==> config.mk <==
export PLATFORM = sky130hd
export DESIGN_NAME = frac_uart_tx
export DESIGN_NICKNAME = d
export VERILOG_FILES = /design/src/rtl/frac_uart_tx.sv
export SDC_FILE = /design/constraint.sdc
export NUM_CORES = 1
export LEC_CHECK = 0
export BUFFER_PORTS_ARGS = -buffer_cell sky130_fd_sc_hd__buf_2
export CAP_MARGIN = 20
export CORE_UTILIZATION = 48
export DETAILED_ROUTE_END_ITERATION = 8
export PLACE_DENSITY = 0.68
export SETUP_SLACK_MARGIN = 0.5
export SLEW_MARGIN = 10
export SYNTH_ARGS = -nofsm -noshare
export SYNTH_HDL_FRONTEND = slang
export SYNTH_SLANG_ARGS = --single-unit
==> constraint.sdc <==
create_clock -name clk -period 3.8 [get_ports clk]
set_input_delay 0.57 -clock clk [delete_from_list [all_inputs] [get_ports clk]]
set_output_delay 0.57 -clock clk [all_outputs]
set_load 0.01 [all_outputs]
==> src/rtl/frac_uart_tx.sv <==
module frac_uart_tx #(
  parameter int DIV_W  = 16,
  parameter int FRAC_W = 6,
  parameter int LEN_W  = 5,
  parameter int INT_MODE_MIN = 1024
) (
  input  logic                 clk,
  input  logic                 rst_n,
  input  logic [31:0]          cfg,
  input  logic [(1<<LEN_W)-1:0] in_data,
  input  logic                 in_valid,
  output logic                 in_ready,
  output logic                 tx_line,
  output logic                 busy
);
  localparam int DATA_W = 1 << LEN_W;
  localparam int STEP_W = DIV_W + FRAC_W;
  localparam int ACC_W  = STEP_W + LEN_W + 1;
  localparam int CNT_W  = ACC_W - FRAC_W;

  logic [DIV_W-1:0]  div_int;
  logic [FRAC_W-1:0] div_frac;
  logic [STEP_W-1:0] step_new, step_q;
  logic [LEN_W:0]    nbits_q, idx_q;
  logic [ACC_W-1:0]  tgt_q;
  logic [CNT_W-1:0]  cnt_q;
  logic [DATA_W-1:0] shreg_q;
  logic              accept, bit_end;

  assign div_int  = cfg[31:32-DIV_W];
  assign div_frac = (div_int >= DIV_W'(INT_MODE_MIN)) ? '0 : cfg[31-DIV_W:32-DIV_W-FRAC_W];
  assign step_new = {div_int, div_frac};
  assign in_ready = ~busy;
  assign accept   = in_valid & in_ready;
  assign bit_end  = busy && ((cnt_q + 1'b1) >= tgt_q[ACC_W-1:FRAC_W]);

  always_ff @(posedge clk or negedge rst_n) begin
    if (!rst_n) begin
      busy    <= 1'b0;
      tx_line <= 1'b1;
      step_q  <= '0;
      nbits_q <= '0;
      idx_q   <= '0;
      tgt_q   <= '0;
      cnt_q   <= '0;
      shreg_q <= '0;
    end else if (accept) begin
      busy    <= 1'b1;
      tx_line <= 1'b0;
      step_q  <= step_new;
      nbits_q <= {1'b0, cfg[LEN_W-1:0]} + 1'b1;
      idx_q   <= '0;
      tgt_q   <= ACC_W'(step_new);
      cnt_q   <= '0;
      shreg_q <= in_data;
    end else if (busy) begin
      cnt_q <= cnt_q + 1'b1;
      if (bit_end) begin
        idx_q <= idx_q + 1'b1;
        tgt_q <= tgt_q + ACC_W'(step_q);
        if (idx_q < nbits_q) begin
          tx_line <= shreg_q[0];
          shreg_q <= shreg_q >> 1;
        end else if (idx_q == nbits_q) begin
          tx_line <= 1'b1;
        end else begin
          busy <= 1'b0;
        end
      end
    end
  end

  assert_idle_high_R1: assert property (@(posedge clk) disable iff (!rst_n)
    !busy |-> tx_line);
  assert_start_low_R8: assert property (@(posedge clk) disable iff (!rst_n)
    (in_valid && in_ready) |=> (busy && !tx_line && !in_ready));
  assert_min_bit_R7: assert property (@(posedge clk) disable iff (!rst_n)
    (bit_end && step_q >= STEP_W'(2 << FRAC_W)) |=> !bit_end);
  assert_cfg_held_R9: assert property (@(posedge clk) disable iff (!rst_n)
    (busy && $past(busy)) |-> $stable(step_q) && $stable(nbits_q));
  assert_stop_high_R3: assert property (@(posedge clk) disable iff (!rst_n)
    $fell(busy) |-> tx_line);
endmodule

## Word-level counts from Yosys, hierarchy flattened

Cells that the tools add are included.
Widths: inputs -> output; s select.

| word-level totals | value |
|---|---|
| word-level logic and storage cells | 49 |
| output and inout bits | 3 |
| register bits after elaboration | 118 |

| cells by class | value |
|---|---|
| reductions and logical operators | 8 |
| muxes and demuxes | 23 |
| equality and inequality tests | 1 |
| bitwise gates (word level) | 2 |
| $add $sub $neg | 4 |
| magnitude comparators | 3 |

Operators by type and width:

| operator | number |
|---|---|
| $mux 32 | 4 |
| $mux 28 | 3 |
| $mux 22 | 2 |
| $add 28x22->28 | 1 |
| $mux 6 | 4 |
| $add 22x1->22 const B | 1 |
| $ge 22x22->1 | 1 |
| $ge 16x11->1 const B | 1 |
| $mux 1 | 10 |
| $add 5x1->6 const B | 1 |
| $add 6x1->6 const B | 1 |
| $eq 6x6->1 | 1 |
| $lt 6x6->1 | 1 |
| $reduce_and 3->1 | 2 |
| $reduce_bool 2->1 | 3 |
| $reduce_bool 3->1 | 1 |
| $reduce_and 2->1 | 1 |
| $and 1x1->1 | 1 |
| $logic_and 1x1->1 | 1 |
| $not 1->1 | 1 |

## Depth between registers and ports, before layout

Gate-level depths: netlist of the first run.

| logic depth | value |
|---|---|
| depth after elaboration | 6 |
| gate-level depth with buffers | 19 |
| depth with buffers taken out | 16 |

## Least setup slack after synthesis of the first run

OpenSTA, ideal clock, no wires.

| timing path | value |
|---|---|
| kind | reg2reg |
| start | register cnt_q[2] |
| end | register shreg_q[0] |
| slack | 0.267 ns |
| path buffers | 3 |
| arrival time | 3.401 ns |
| cell stages (with the launch flop) | 19 |
| cells stage by stage | dfrtp_1 -> and3_1 -> and2_1 -> clkbuf_2 -> and3_1 -> nand2_1 -> nor2_1 -> nand3_1 -> xnor2_1 -> ha_1 -> nand4_1 -> or4_4 -> o211ai_2 -> and3_1 -> buf_6 -> a21oi_4 -> buf_6 -> nand2_1 -> o21ai_1 |

| between the ends | value |
|---|---|
| cells in the longest elaborated chain, start to end | 5 |

Ends and longest elaborated chain:

| what | line | source |
|---|---|---|
| start: declaration | 26 | `logic [CNT_W-1:0] cnt_q;` |
| start signal: assignment | 57 | `cnt_q <= cnt_q + 1'b1;` |
| $add 22x1->22 | 35 | `assign bit_end = busy && ((cnt_q + 1'b1) >= tgt_q[ACC_W-1:FRAC_W]);` |
| $ge 22x22->1 | 35 |  |
| $logic_and 1x1->1 | 35 |  |
| $reduce_bool 2->1 (no line) | -- |  |
| $reduce_and 3->1 (no line) | -- |  |
| end signal: assignment | 55 | `shreg_q <= in_data;` |
| end signal: assignment | 63 | `shreg_q <= shreg_q >> 1;` |
| end: declaration | 27 | `logic [DATA_W-1:0] shreg_q;` |

No other way between the ends.
A chain may end at the register's enable or synchronous reset.

## Worst setup path after layout of the first run

| timing path | value |
|---|---|
| start | register cnt_q[4] |
| end | register tgt_q[24] |

| between the ends | value |
|---|---|
| cells in the longest elaborated chain, start to end | 5 |

Ends and longest elaborated chain:

| what | line | source |
|---|---|---|
| $add 22x1->22 | 35 |  |
| $ge 22x22->1 | 35 |  |
| $logic_and 1x1->1 | 35 |  |
| $reduce_bool 2->1 (no line) | -- |  |
| $reduce_and 2->1 (no line) | -- |  |
| end signal: assignment | 53 | `tgt_q <= ACC_W'(step_new);` |
| end signal: assignment | 60 | `tgt_q <= tgt_q + ACC_W'(step_q);` |
| end: declaration | 25 | `logic [ACC_W-1:0] tgt_q;` |

No other way between the ends.

==> reports/qor.txt, run 1 <==
register bit total from synthesis - 118
H-tree depth - 4
core box area - 14600 sq um
pwr dens - 446 nW/um^2
via count - 6092
leakage power - 0.00422 uW
peak fanout along the critical path - 5
Startpoint Class - register
CTS Buf Count - 17
Util after Layout - 0.618
clock sink count - 118
Final Skew - 10.3 ps
predominant post-synthesis flop cell - dfrtp_1
FP Rows - 44
first-pass GRT wire length - 29.6 mm
Layout Area Growth over Synthesis - 25.2%
r2r setup slk - 330 ps
vias in the first global route - 6134
Ys Warns - 0
post-place setup slack - 138 ps
Post-Synthesis Cells - 774
max layer used - met4
crit path time final - 3470 ps
worst skew pair latency - 420 ps
unrepaired setup endpoints after global routing - yes
synth unique cells - 66
hold slack final - 296 ps
slew at the pin with the worst max-slew slack - 924 ps
# diodes - 0
total track usage - 0.237
DR WL met3 - 770 um
CTS tree - built
DP HPWL - 11.5 mm
Worst R2R Path Depth - 15
Residual DRC - 0
share of cells above drive strength 1 - 0.255
drt pass-1 iters - 5
worst hold path type - input port to asynchronous set/reset pin
CP Data Arrival Time - 3810 ps
largest net degree at the start of global routing - 70
WL met1 - 7.92 mm
crit path capture type - register
Die X - 125 um
Fill cells - 1159
Final ANT Viol Nets - 0
CP Capture Point - tgt_q[24]
die height - 125 um
Reg-to-Reg Start - cnt_q[4]
clock transition at the registers of the reported paths - 60 ps
WL met2 - 8.80 mm
synthesized cell area - 7200 sq um
Final WS setup - 333 ps
FF-to-FF End - tgt_q[24]
Slew HR - 0.384
Avg Cell Area, Syn - 9.31 sq um
Area after DPL - 7730 sq um
Syn Nets - 896
routed wire length - 17.8 mm
most frequent cells in the layout - nand2_1, dfrtp_1, buf_2
I/O pins - 70
Setup violations, final - 0
vias per cell - 5.69
initial antenna violation count - 0
clock root cell - clkbuf_16
Initial Util - 0.494
commonest non-fill, non-tap cell in the layout - nand2_1
status - completed
maximum clock path buffer count - 2
EDFF count, synth - 0
final instance area - 9010 sq um
Fmax achieved - 0.288 GHz
Hold Vio Cnt, Final - 0
CP Launch Point - cnt_q[4]
sequential share of the synthesized area - 0.410
Port Buffers - 64
max_cap viols - 0
type of the worst setup path - register to register
fin. max-slew vios - 0
Total Neg Setup Slack - 0 ps
total gr overflow - 0
CP required - 4140 ps
Die ar. - 15500 sq um
ys async rst share - 1.00
Final period util - 0.912
Max VDD drop - 431 uV
gpl congestion - 0.857
Final nets - 996
initial DRC count - 329
drt wl/cell - 16.6 um
[power by group]
part / internal [uW] / total, uW / switching, uW
Sequential: 1390 / 1500 / 107
Clock: 882 / 1490 / 606
Combinational: 473 / 1030 / 558
Total: 2750 / 4020 / 1270
[worst min-delay path by stage]
stage,startpoint,to,slack [ps],cells after the start
floorplan,rst_n,busy,270,0
global placement,shreg_q[30],shreg_q[30],460,2
detailed placement,shreg_q[24],shreg_q[24],470,2
CTS,rst_n,cnt_q[2],320,1
global route,rst_n,cnt_q[2],360,1
finish,rst_n,cnt_q[2],300,1
[final cells by class]
type | instances | area (sq um) | area share
multi-input combinational | 584 | 4260 | 0.473
sequential | 118 | 2950 | 0.328
timing repair buffer | 115 | 878 | 0.0974
clock buffer | 21 | 470 | 0.0522
tap | 184 | 230 | 0.0255
inverter | 38 | 143 | 0.0158
clock inverter | 11 | 76.3 | 0.00847
[cells by family (layout without fill, tap and decap cells)]
| logic type | after synthesis | count (layout) | synth area share |
|---|---|---|---|
| adder cells (fa/ha/maj) | 55 | 55 | 0.0966 |
| XOR/XNOR | 42 | 42 | 0.0511 |
| AND/OR/NAND/NOR | 249 | 249 | 0.154 |
| AO/OA/AOI/OAI | 202 | 202 | 0.190 |
| multiplexers | 36 | 36 | 0.0500 |
| flip-flops | 118 | 118 | 0.410 |
| buffers and inverters | 72 | 185 | 0.0476 |
[state kept, by name, summed over array words and instances (netlist names)]
register and count:
busy 1, cnt_q 22, idx_q 6, nbits_q 6, shreg_q 32, step_q 22, tgt_q 28, tx_line 1
[worst max-delay path: stages, from the launching register on]
cell and delay (ps):
dfrtp_1 360, and3_4 190, and2_4 140, and3_4 220, nand2_8 80, nor2_4 120
nand3_2 110, xnor2_2 150, ha_1 290, nand4_1 120, or4_4 460, buf_4 160
o2111ai_4 250, nand3_4 150, or4_1 420, a21oi_1 150
[synth_stat cells, drive strengths merged (2+ instances only)]
library cell	count	area [sq um]
a31oi	7	50.1
and2	4	25.0
nor4	2	18.8
a2bb2oi	2	17.5
nor2b	4	25.0
o211ai	8	65.1
o21ai	64	373
nand4	15	93.8
a21boi	3	22.5
xnor2	23	201
a21oi	51	267
o21a	5	37.5
nand2b	2	12.5
o221ai	6	52.6
a211oi	7	52.6
nand3	25	130
mux2i	36	360
and3	9	57.6
ha	54	676
dfrtp	117	2930
clkbuf	20	87.6
inv	38	143
o31ai	4	35.0
nor3	5	25.0
and2b	2	16.3
nor2	38	143
a21o	8	61.3
nand2	135	507
o31a	3	27.5
xor2	19	166
a22o	23	201
a221oi	2	23.8
a31o	2	17.5
or4	3	26.3
buf	14	113
or3	3	18.8
[stage by stage]
step           std cells  power (uW)
2_1_floorplan        774        2180
3_3_place_gp        1002        2380
3_5_place_dp        1002        2420
4_1_cts             1063        3980
5_1_grt             1071        4240
6_report            1071        4020
[routing by layer]
layer | track usage | vias up
met3 | 0.0511 | 26
met4 | 0.0723 | 0
met2 | 0.395 | 146
met5 | 0 | -
li1 | - | 2952
met1 | 0.306 | 2968
[timing repair]
action / CTS / global route
cloned: 4 / 0
buffers inserted: 25 / 8
pin swaps: 4 / 21
hold buffers: 0 / 0
gates resized for setup: 28 / 56
hold endpoints to repair: 0 / 0
endpoints found under the setup margin: 66 / 67
No activity file was read; power rests on OpenSTA's default activity.
==> inputs of run 2 (changes only) <==
--- a/config.mk
+++ b/config.mk
@@ -7,9 +7,11 @@
 export LEC_CHECK = 0
 export BUFFER_PORTS_ARGS = -buffer_cell sky130_fd_sc_hd__buf_2
 export CAP_MARGIN = 20
-export CORE_UTILIZATION = 48
+export CELL_PAD_IN_SITES_DETAIL_PLACEMENT = 1
+export CELL_PAD_IN_SITES_GLOBAL_PLACEMENT = 1
+export CORE_UTILIZATION = 46
 export DETAILED_ROUTE_END_ITERATION = 8
-export PLACE_DENSITY = 0.68
+export PLACE_DENSITY = 0.81
 export SETUP_SLACK_MARGIN = 0.5
 export SLEW_MARGIN = 10
 export SYNTH_ARGS = -nofsm -noshare
==> run 2 against run 1 <==
  * Critical path depth grew 2
  * Worst setup slack lost 63 ps
  * Critical path type unchanged
  * Design area shrank 2.5%
  * Via count grew 1.6%
  * Largest cell class unchanged
  * First-iteration DRC count shrank 37%
  * Sequential share of layout area grew 0.85 points
  * Non-clock buffer count shrank 11
  * Worst hold slack lost 250 ps
==> reports/qor.txt, run 2 (synthesized netlist as in run 1, its figures left out) <==
max_cap viols - 0 (unchanged)
Total Neg Setup Slack - 0 ps (unchanged)
Worst R2R Path Depth - 17 (+2)
Die ar. - 16200 sq um (+4.3%)
FF-to-FF End - shreg_q[20]
commonest non-fill, non-tap cell in the layout - nand2_1
core box area - 15300 sq um (+4.6%)
pwr dens - 466 nW/um^2 (+4.4%)
drt pass-1 iters - 4 (-1)
CP Depth - 17 (+2)
CP max stage delay - 380 ps (-80 ps)
Layout Area Growth over Synthesis - 22.0%
clock root cell - clkbuf_16
gpl congestion - 0.868 (+1.3%)
Worst path slowest cell - dfrtp_1
most frequent cells in the layout - nand2_1, dfrtp_1, buf_2
Final Skew - 7.92 ps (-2.43 ps)
CTS Buf Count - 17 (unchanged)
CP Launch Point - cnt_q[2]
number of flip-flops in the largest register - 32 (unchanged)
drt wl/cell - 19.0 um (+14%)
most flop-heavy register - shreg_q
Hold Vio Cnt, Final - 0 (unchanged)
r2r setup slk - 270 ps (-60 ps)
clock transition at the registers of the reported paths - 60 ps (about the same)
Final nets - 985 (-1.1%)
slew at the pin with the worst max-slew slack - 702 ps (-222 ps)
max layer used - met4
Hold-fix buffers, CTS - 0 (unchanged)
CP Data Arrival Time - 3880 ps (+70 ps)
Final period util - 0.929 (+0.0165)
DP HPWL - 13.4 mm (+17%)
H-tree depth - 4 (unchanged)
maximum clock path buffer count - 2 (unchanged)
first-pass GRT wire length - 32.8 mm (+11%)
I/O pins - 70 (unchanged)
DR WL met3 - 724 um (-6.0%)
unrepaired setup endpoints after global routing - yes
Max VDD drop - 346 uV (-20%)
initial antenna violation count - 0 (unchanged)
routed wire length - 20.6 mm (+16%)
Final WS setup - 271 ps (-62.7 ps)
CTS tree - built
CP most frequent cell - and3_4
Fmax achieved - 0.283 GHz (-1.8%)
share of cells above drive strength 1 - 0.223 (-0.0322)
worst skew pair latency - 420 ps (about the same)
# diodes - 0 (unchanged)
largest net degree at the start of global routing - 81 (+16%)
status - completed
FP Rows - 45 (+2.3%)
Reg area - 2950 sq um (unchanged)
Slew HR - 0.532 (+0.148)
Reg-to-Reg Start - cnt_q[2]
crit path cell chain - and3_4, and2_4, and3_4, nand2_8, nor4_4, xor2_1, ha_1, a21oi_2, o211ai_1, nor2_2, o211ai_4, and3_4, a21oi_4, buf_12, buf_8, nand2_1, o21ai_1
type of the worst setup path - register to register
Worst Path Buf+Inv - 2 (+1)
Fill cells - 1759 (+52%)
worst hold path type - input port to asynchronous set/reset pin
Port Buffers - 64 (unchanged)
vias in the first global route - 6618 (+7.9%)
fin. max-slew vios - 0 (unchanged)
Die X - 127 um (+2.1%)
vias per cell - 5.70 (+0.15%)
total gr overflow - 0 (unchanged)
crit-path leading delay family - simple AND/OR/NAND/NOR gates
crit path time final - 3530 ps (+62.7 ps)
post-place setup slack - 39.1 ps (-98.9 ps)
CP required - 4150 ps (about the same)
Residual DRC - 0 (unchanged)
WL met2 - 10.8 mm (+23%)
Final ANT Viol Nets - 0 (unchanged)
die height - 127 um (+2.1%)
total track usage - 0.260 (+0.0233)
crit path capture type - register
peak fanout along the critical path - 15 (+10)
area of the multi-input gates - 4100 sq um (-3.9%)
Largest regs - shreg_q (32), tgt_q (28)
Setup violations, final - 0 (unchanged)
leakage power - 0.00411 uW (-2.7%)
via count - 6192 (+1.6%)
Initial Util - 0.472 (-0.0217)
WL met1 - 8.78 mm (+11%)
clock sink count - 118 (unchanged)
Startpoint Class - register
initial DRC count - 208 (-37%)
run 2: cell types whose count changed in the layout (fill, tap and decap cells not counted), moves of 5 or more:
cell     before  now
o21ai_2      20   11
buf_4        36   28
nand2_4       6    1
o21ai_1      14   20
o21ai_0      27   32
nand2_1     122  128
run 2: final cells by class:
| type | instances | area share |
|---|---|---|
| Clock buffer | 18 | 0.0500 |
| Clock inverter | 14 | 0.0145 |
| Inverter | 38 | 0.0162 |
| Multi-Input combinational cell | 584 | 0.466 |
| Sequential cell | 118 | 0.336 |
| Tap cell | 211 | 0.0300 |
| Timing Repair Buffer | 104 | 0.0869 |
run 2: worst max-delay path by stage:
stage | endpoint | slack (ps)
global placement | idx_q[4] | 210
CTS | idx_q[4] | 370
global route | shreg_q[21] | 130
finish | shreg_q[20] | 270
floorplan | shreg_q[0] | 500
detailed placement | idx_q[4] | 40
run 2: metrics by stage:
stage	utilization	total power, uW	instances	cell area [sq um]	hold WS (ps)
after floorplan	-	2180	774	7230	274
after global placement	0.508	2380	1028	7750	462
after detailed placement	0.508	2460	1028	7750	472
after CTS	0.561	4080	1078	8570	336
after global routing	0.576	4290	1087	8790	57.9
final	0.576	4090	1087	8790	48.8
run 2: power breakdown:
part	internal (uW)	switching, uW
combinational	456	575
sequential	1390	113
clock	919	636
total	2770	1320
run 2: repair_timing:
| item | 4_1_cts | 5_1_grt |
|---|---|---|
| setup endpoints to repair | 68 | 68 |
| resized for setup | 23 | 21 |
| cloned | 1 | 3 |
| buffers inserted | 17 | 5 |
| pin swaps | 9 | 5 |
run 2: routing by layer:
metal,up-vias,global-route usage
li1,2921,-
met4,0,0.0791
met3,18,0.0532
met2,95,0.470
met5,-,0
met1,3158,0.310
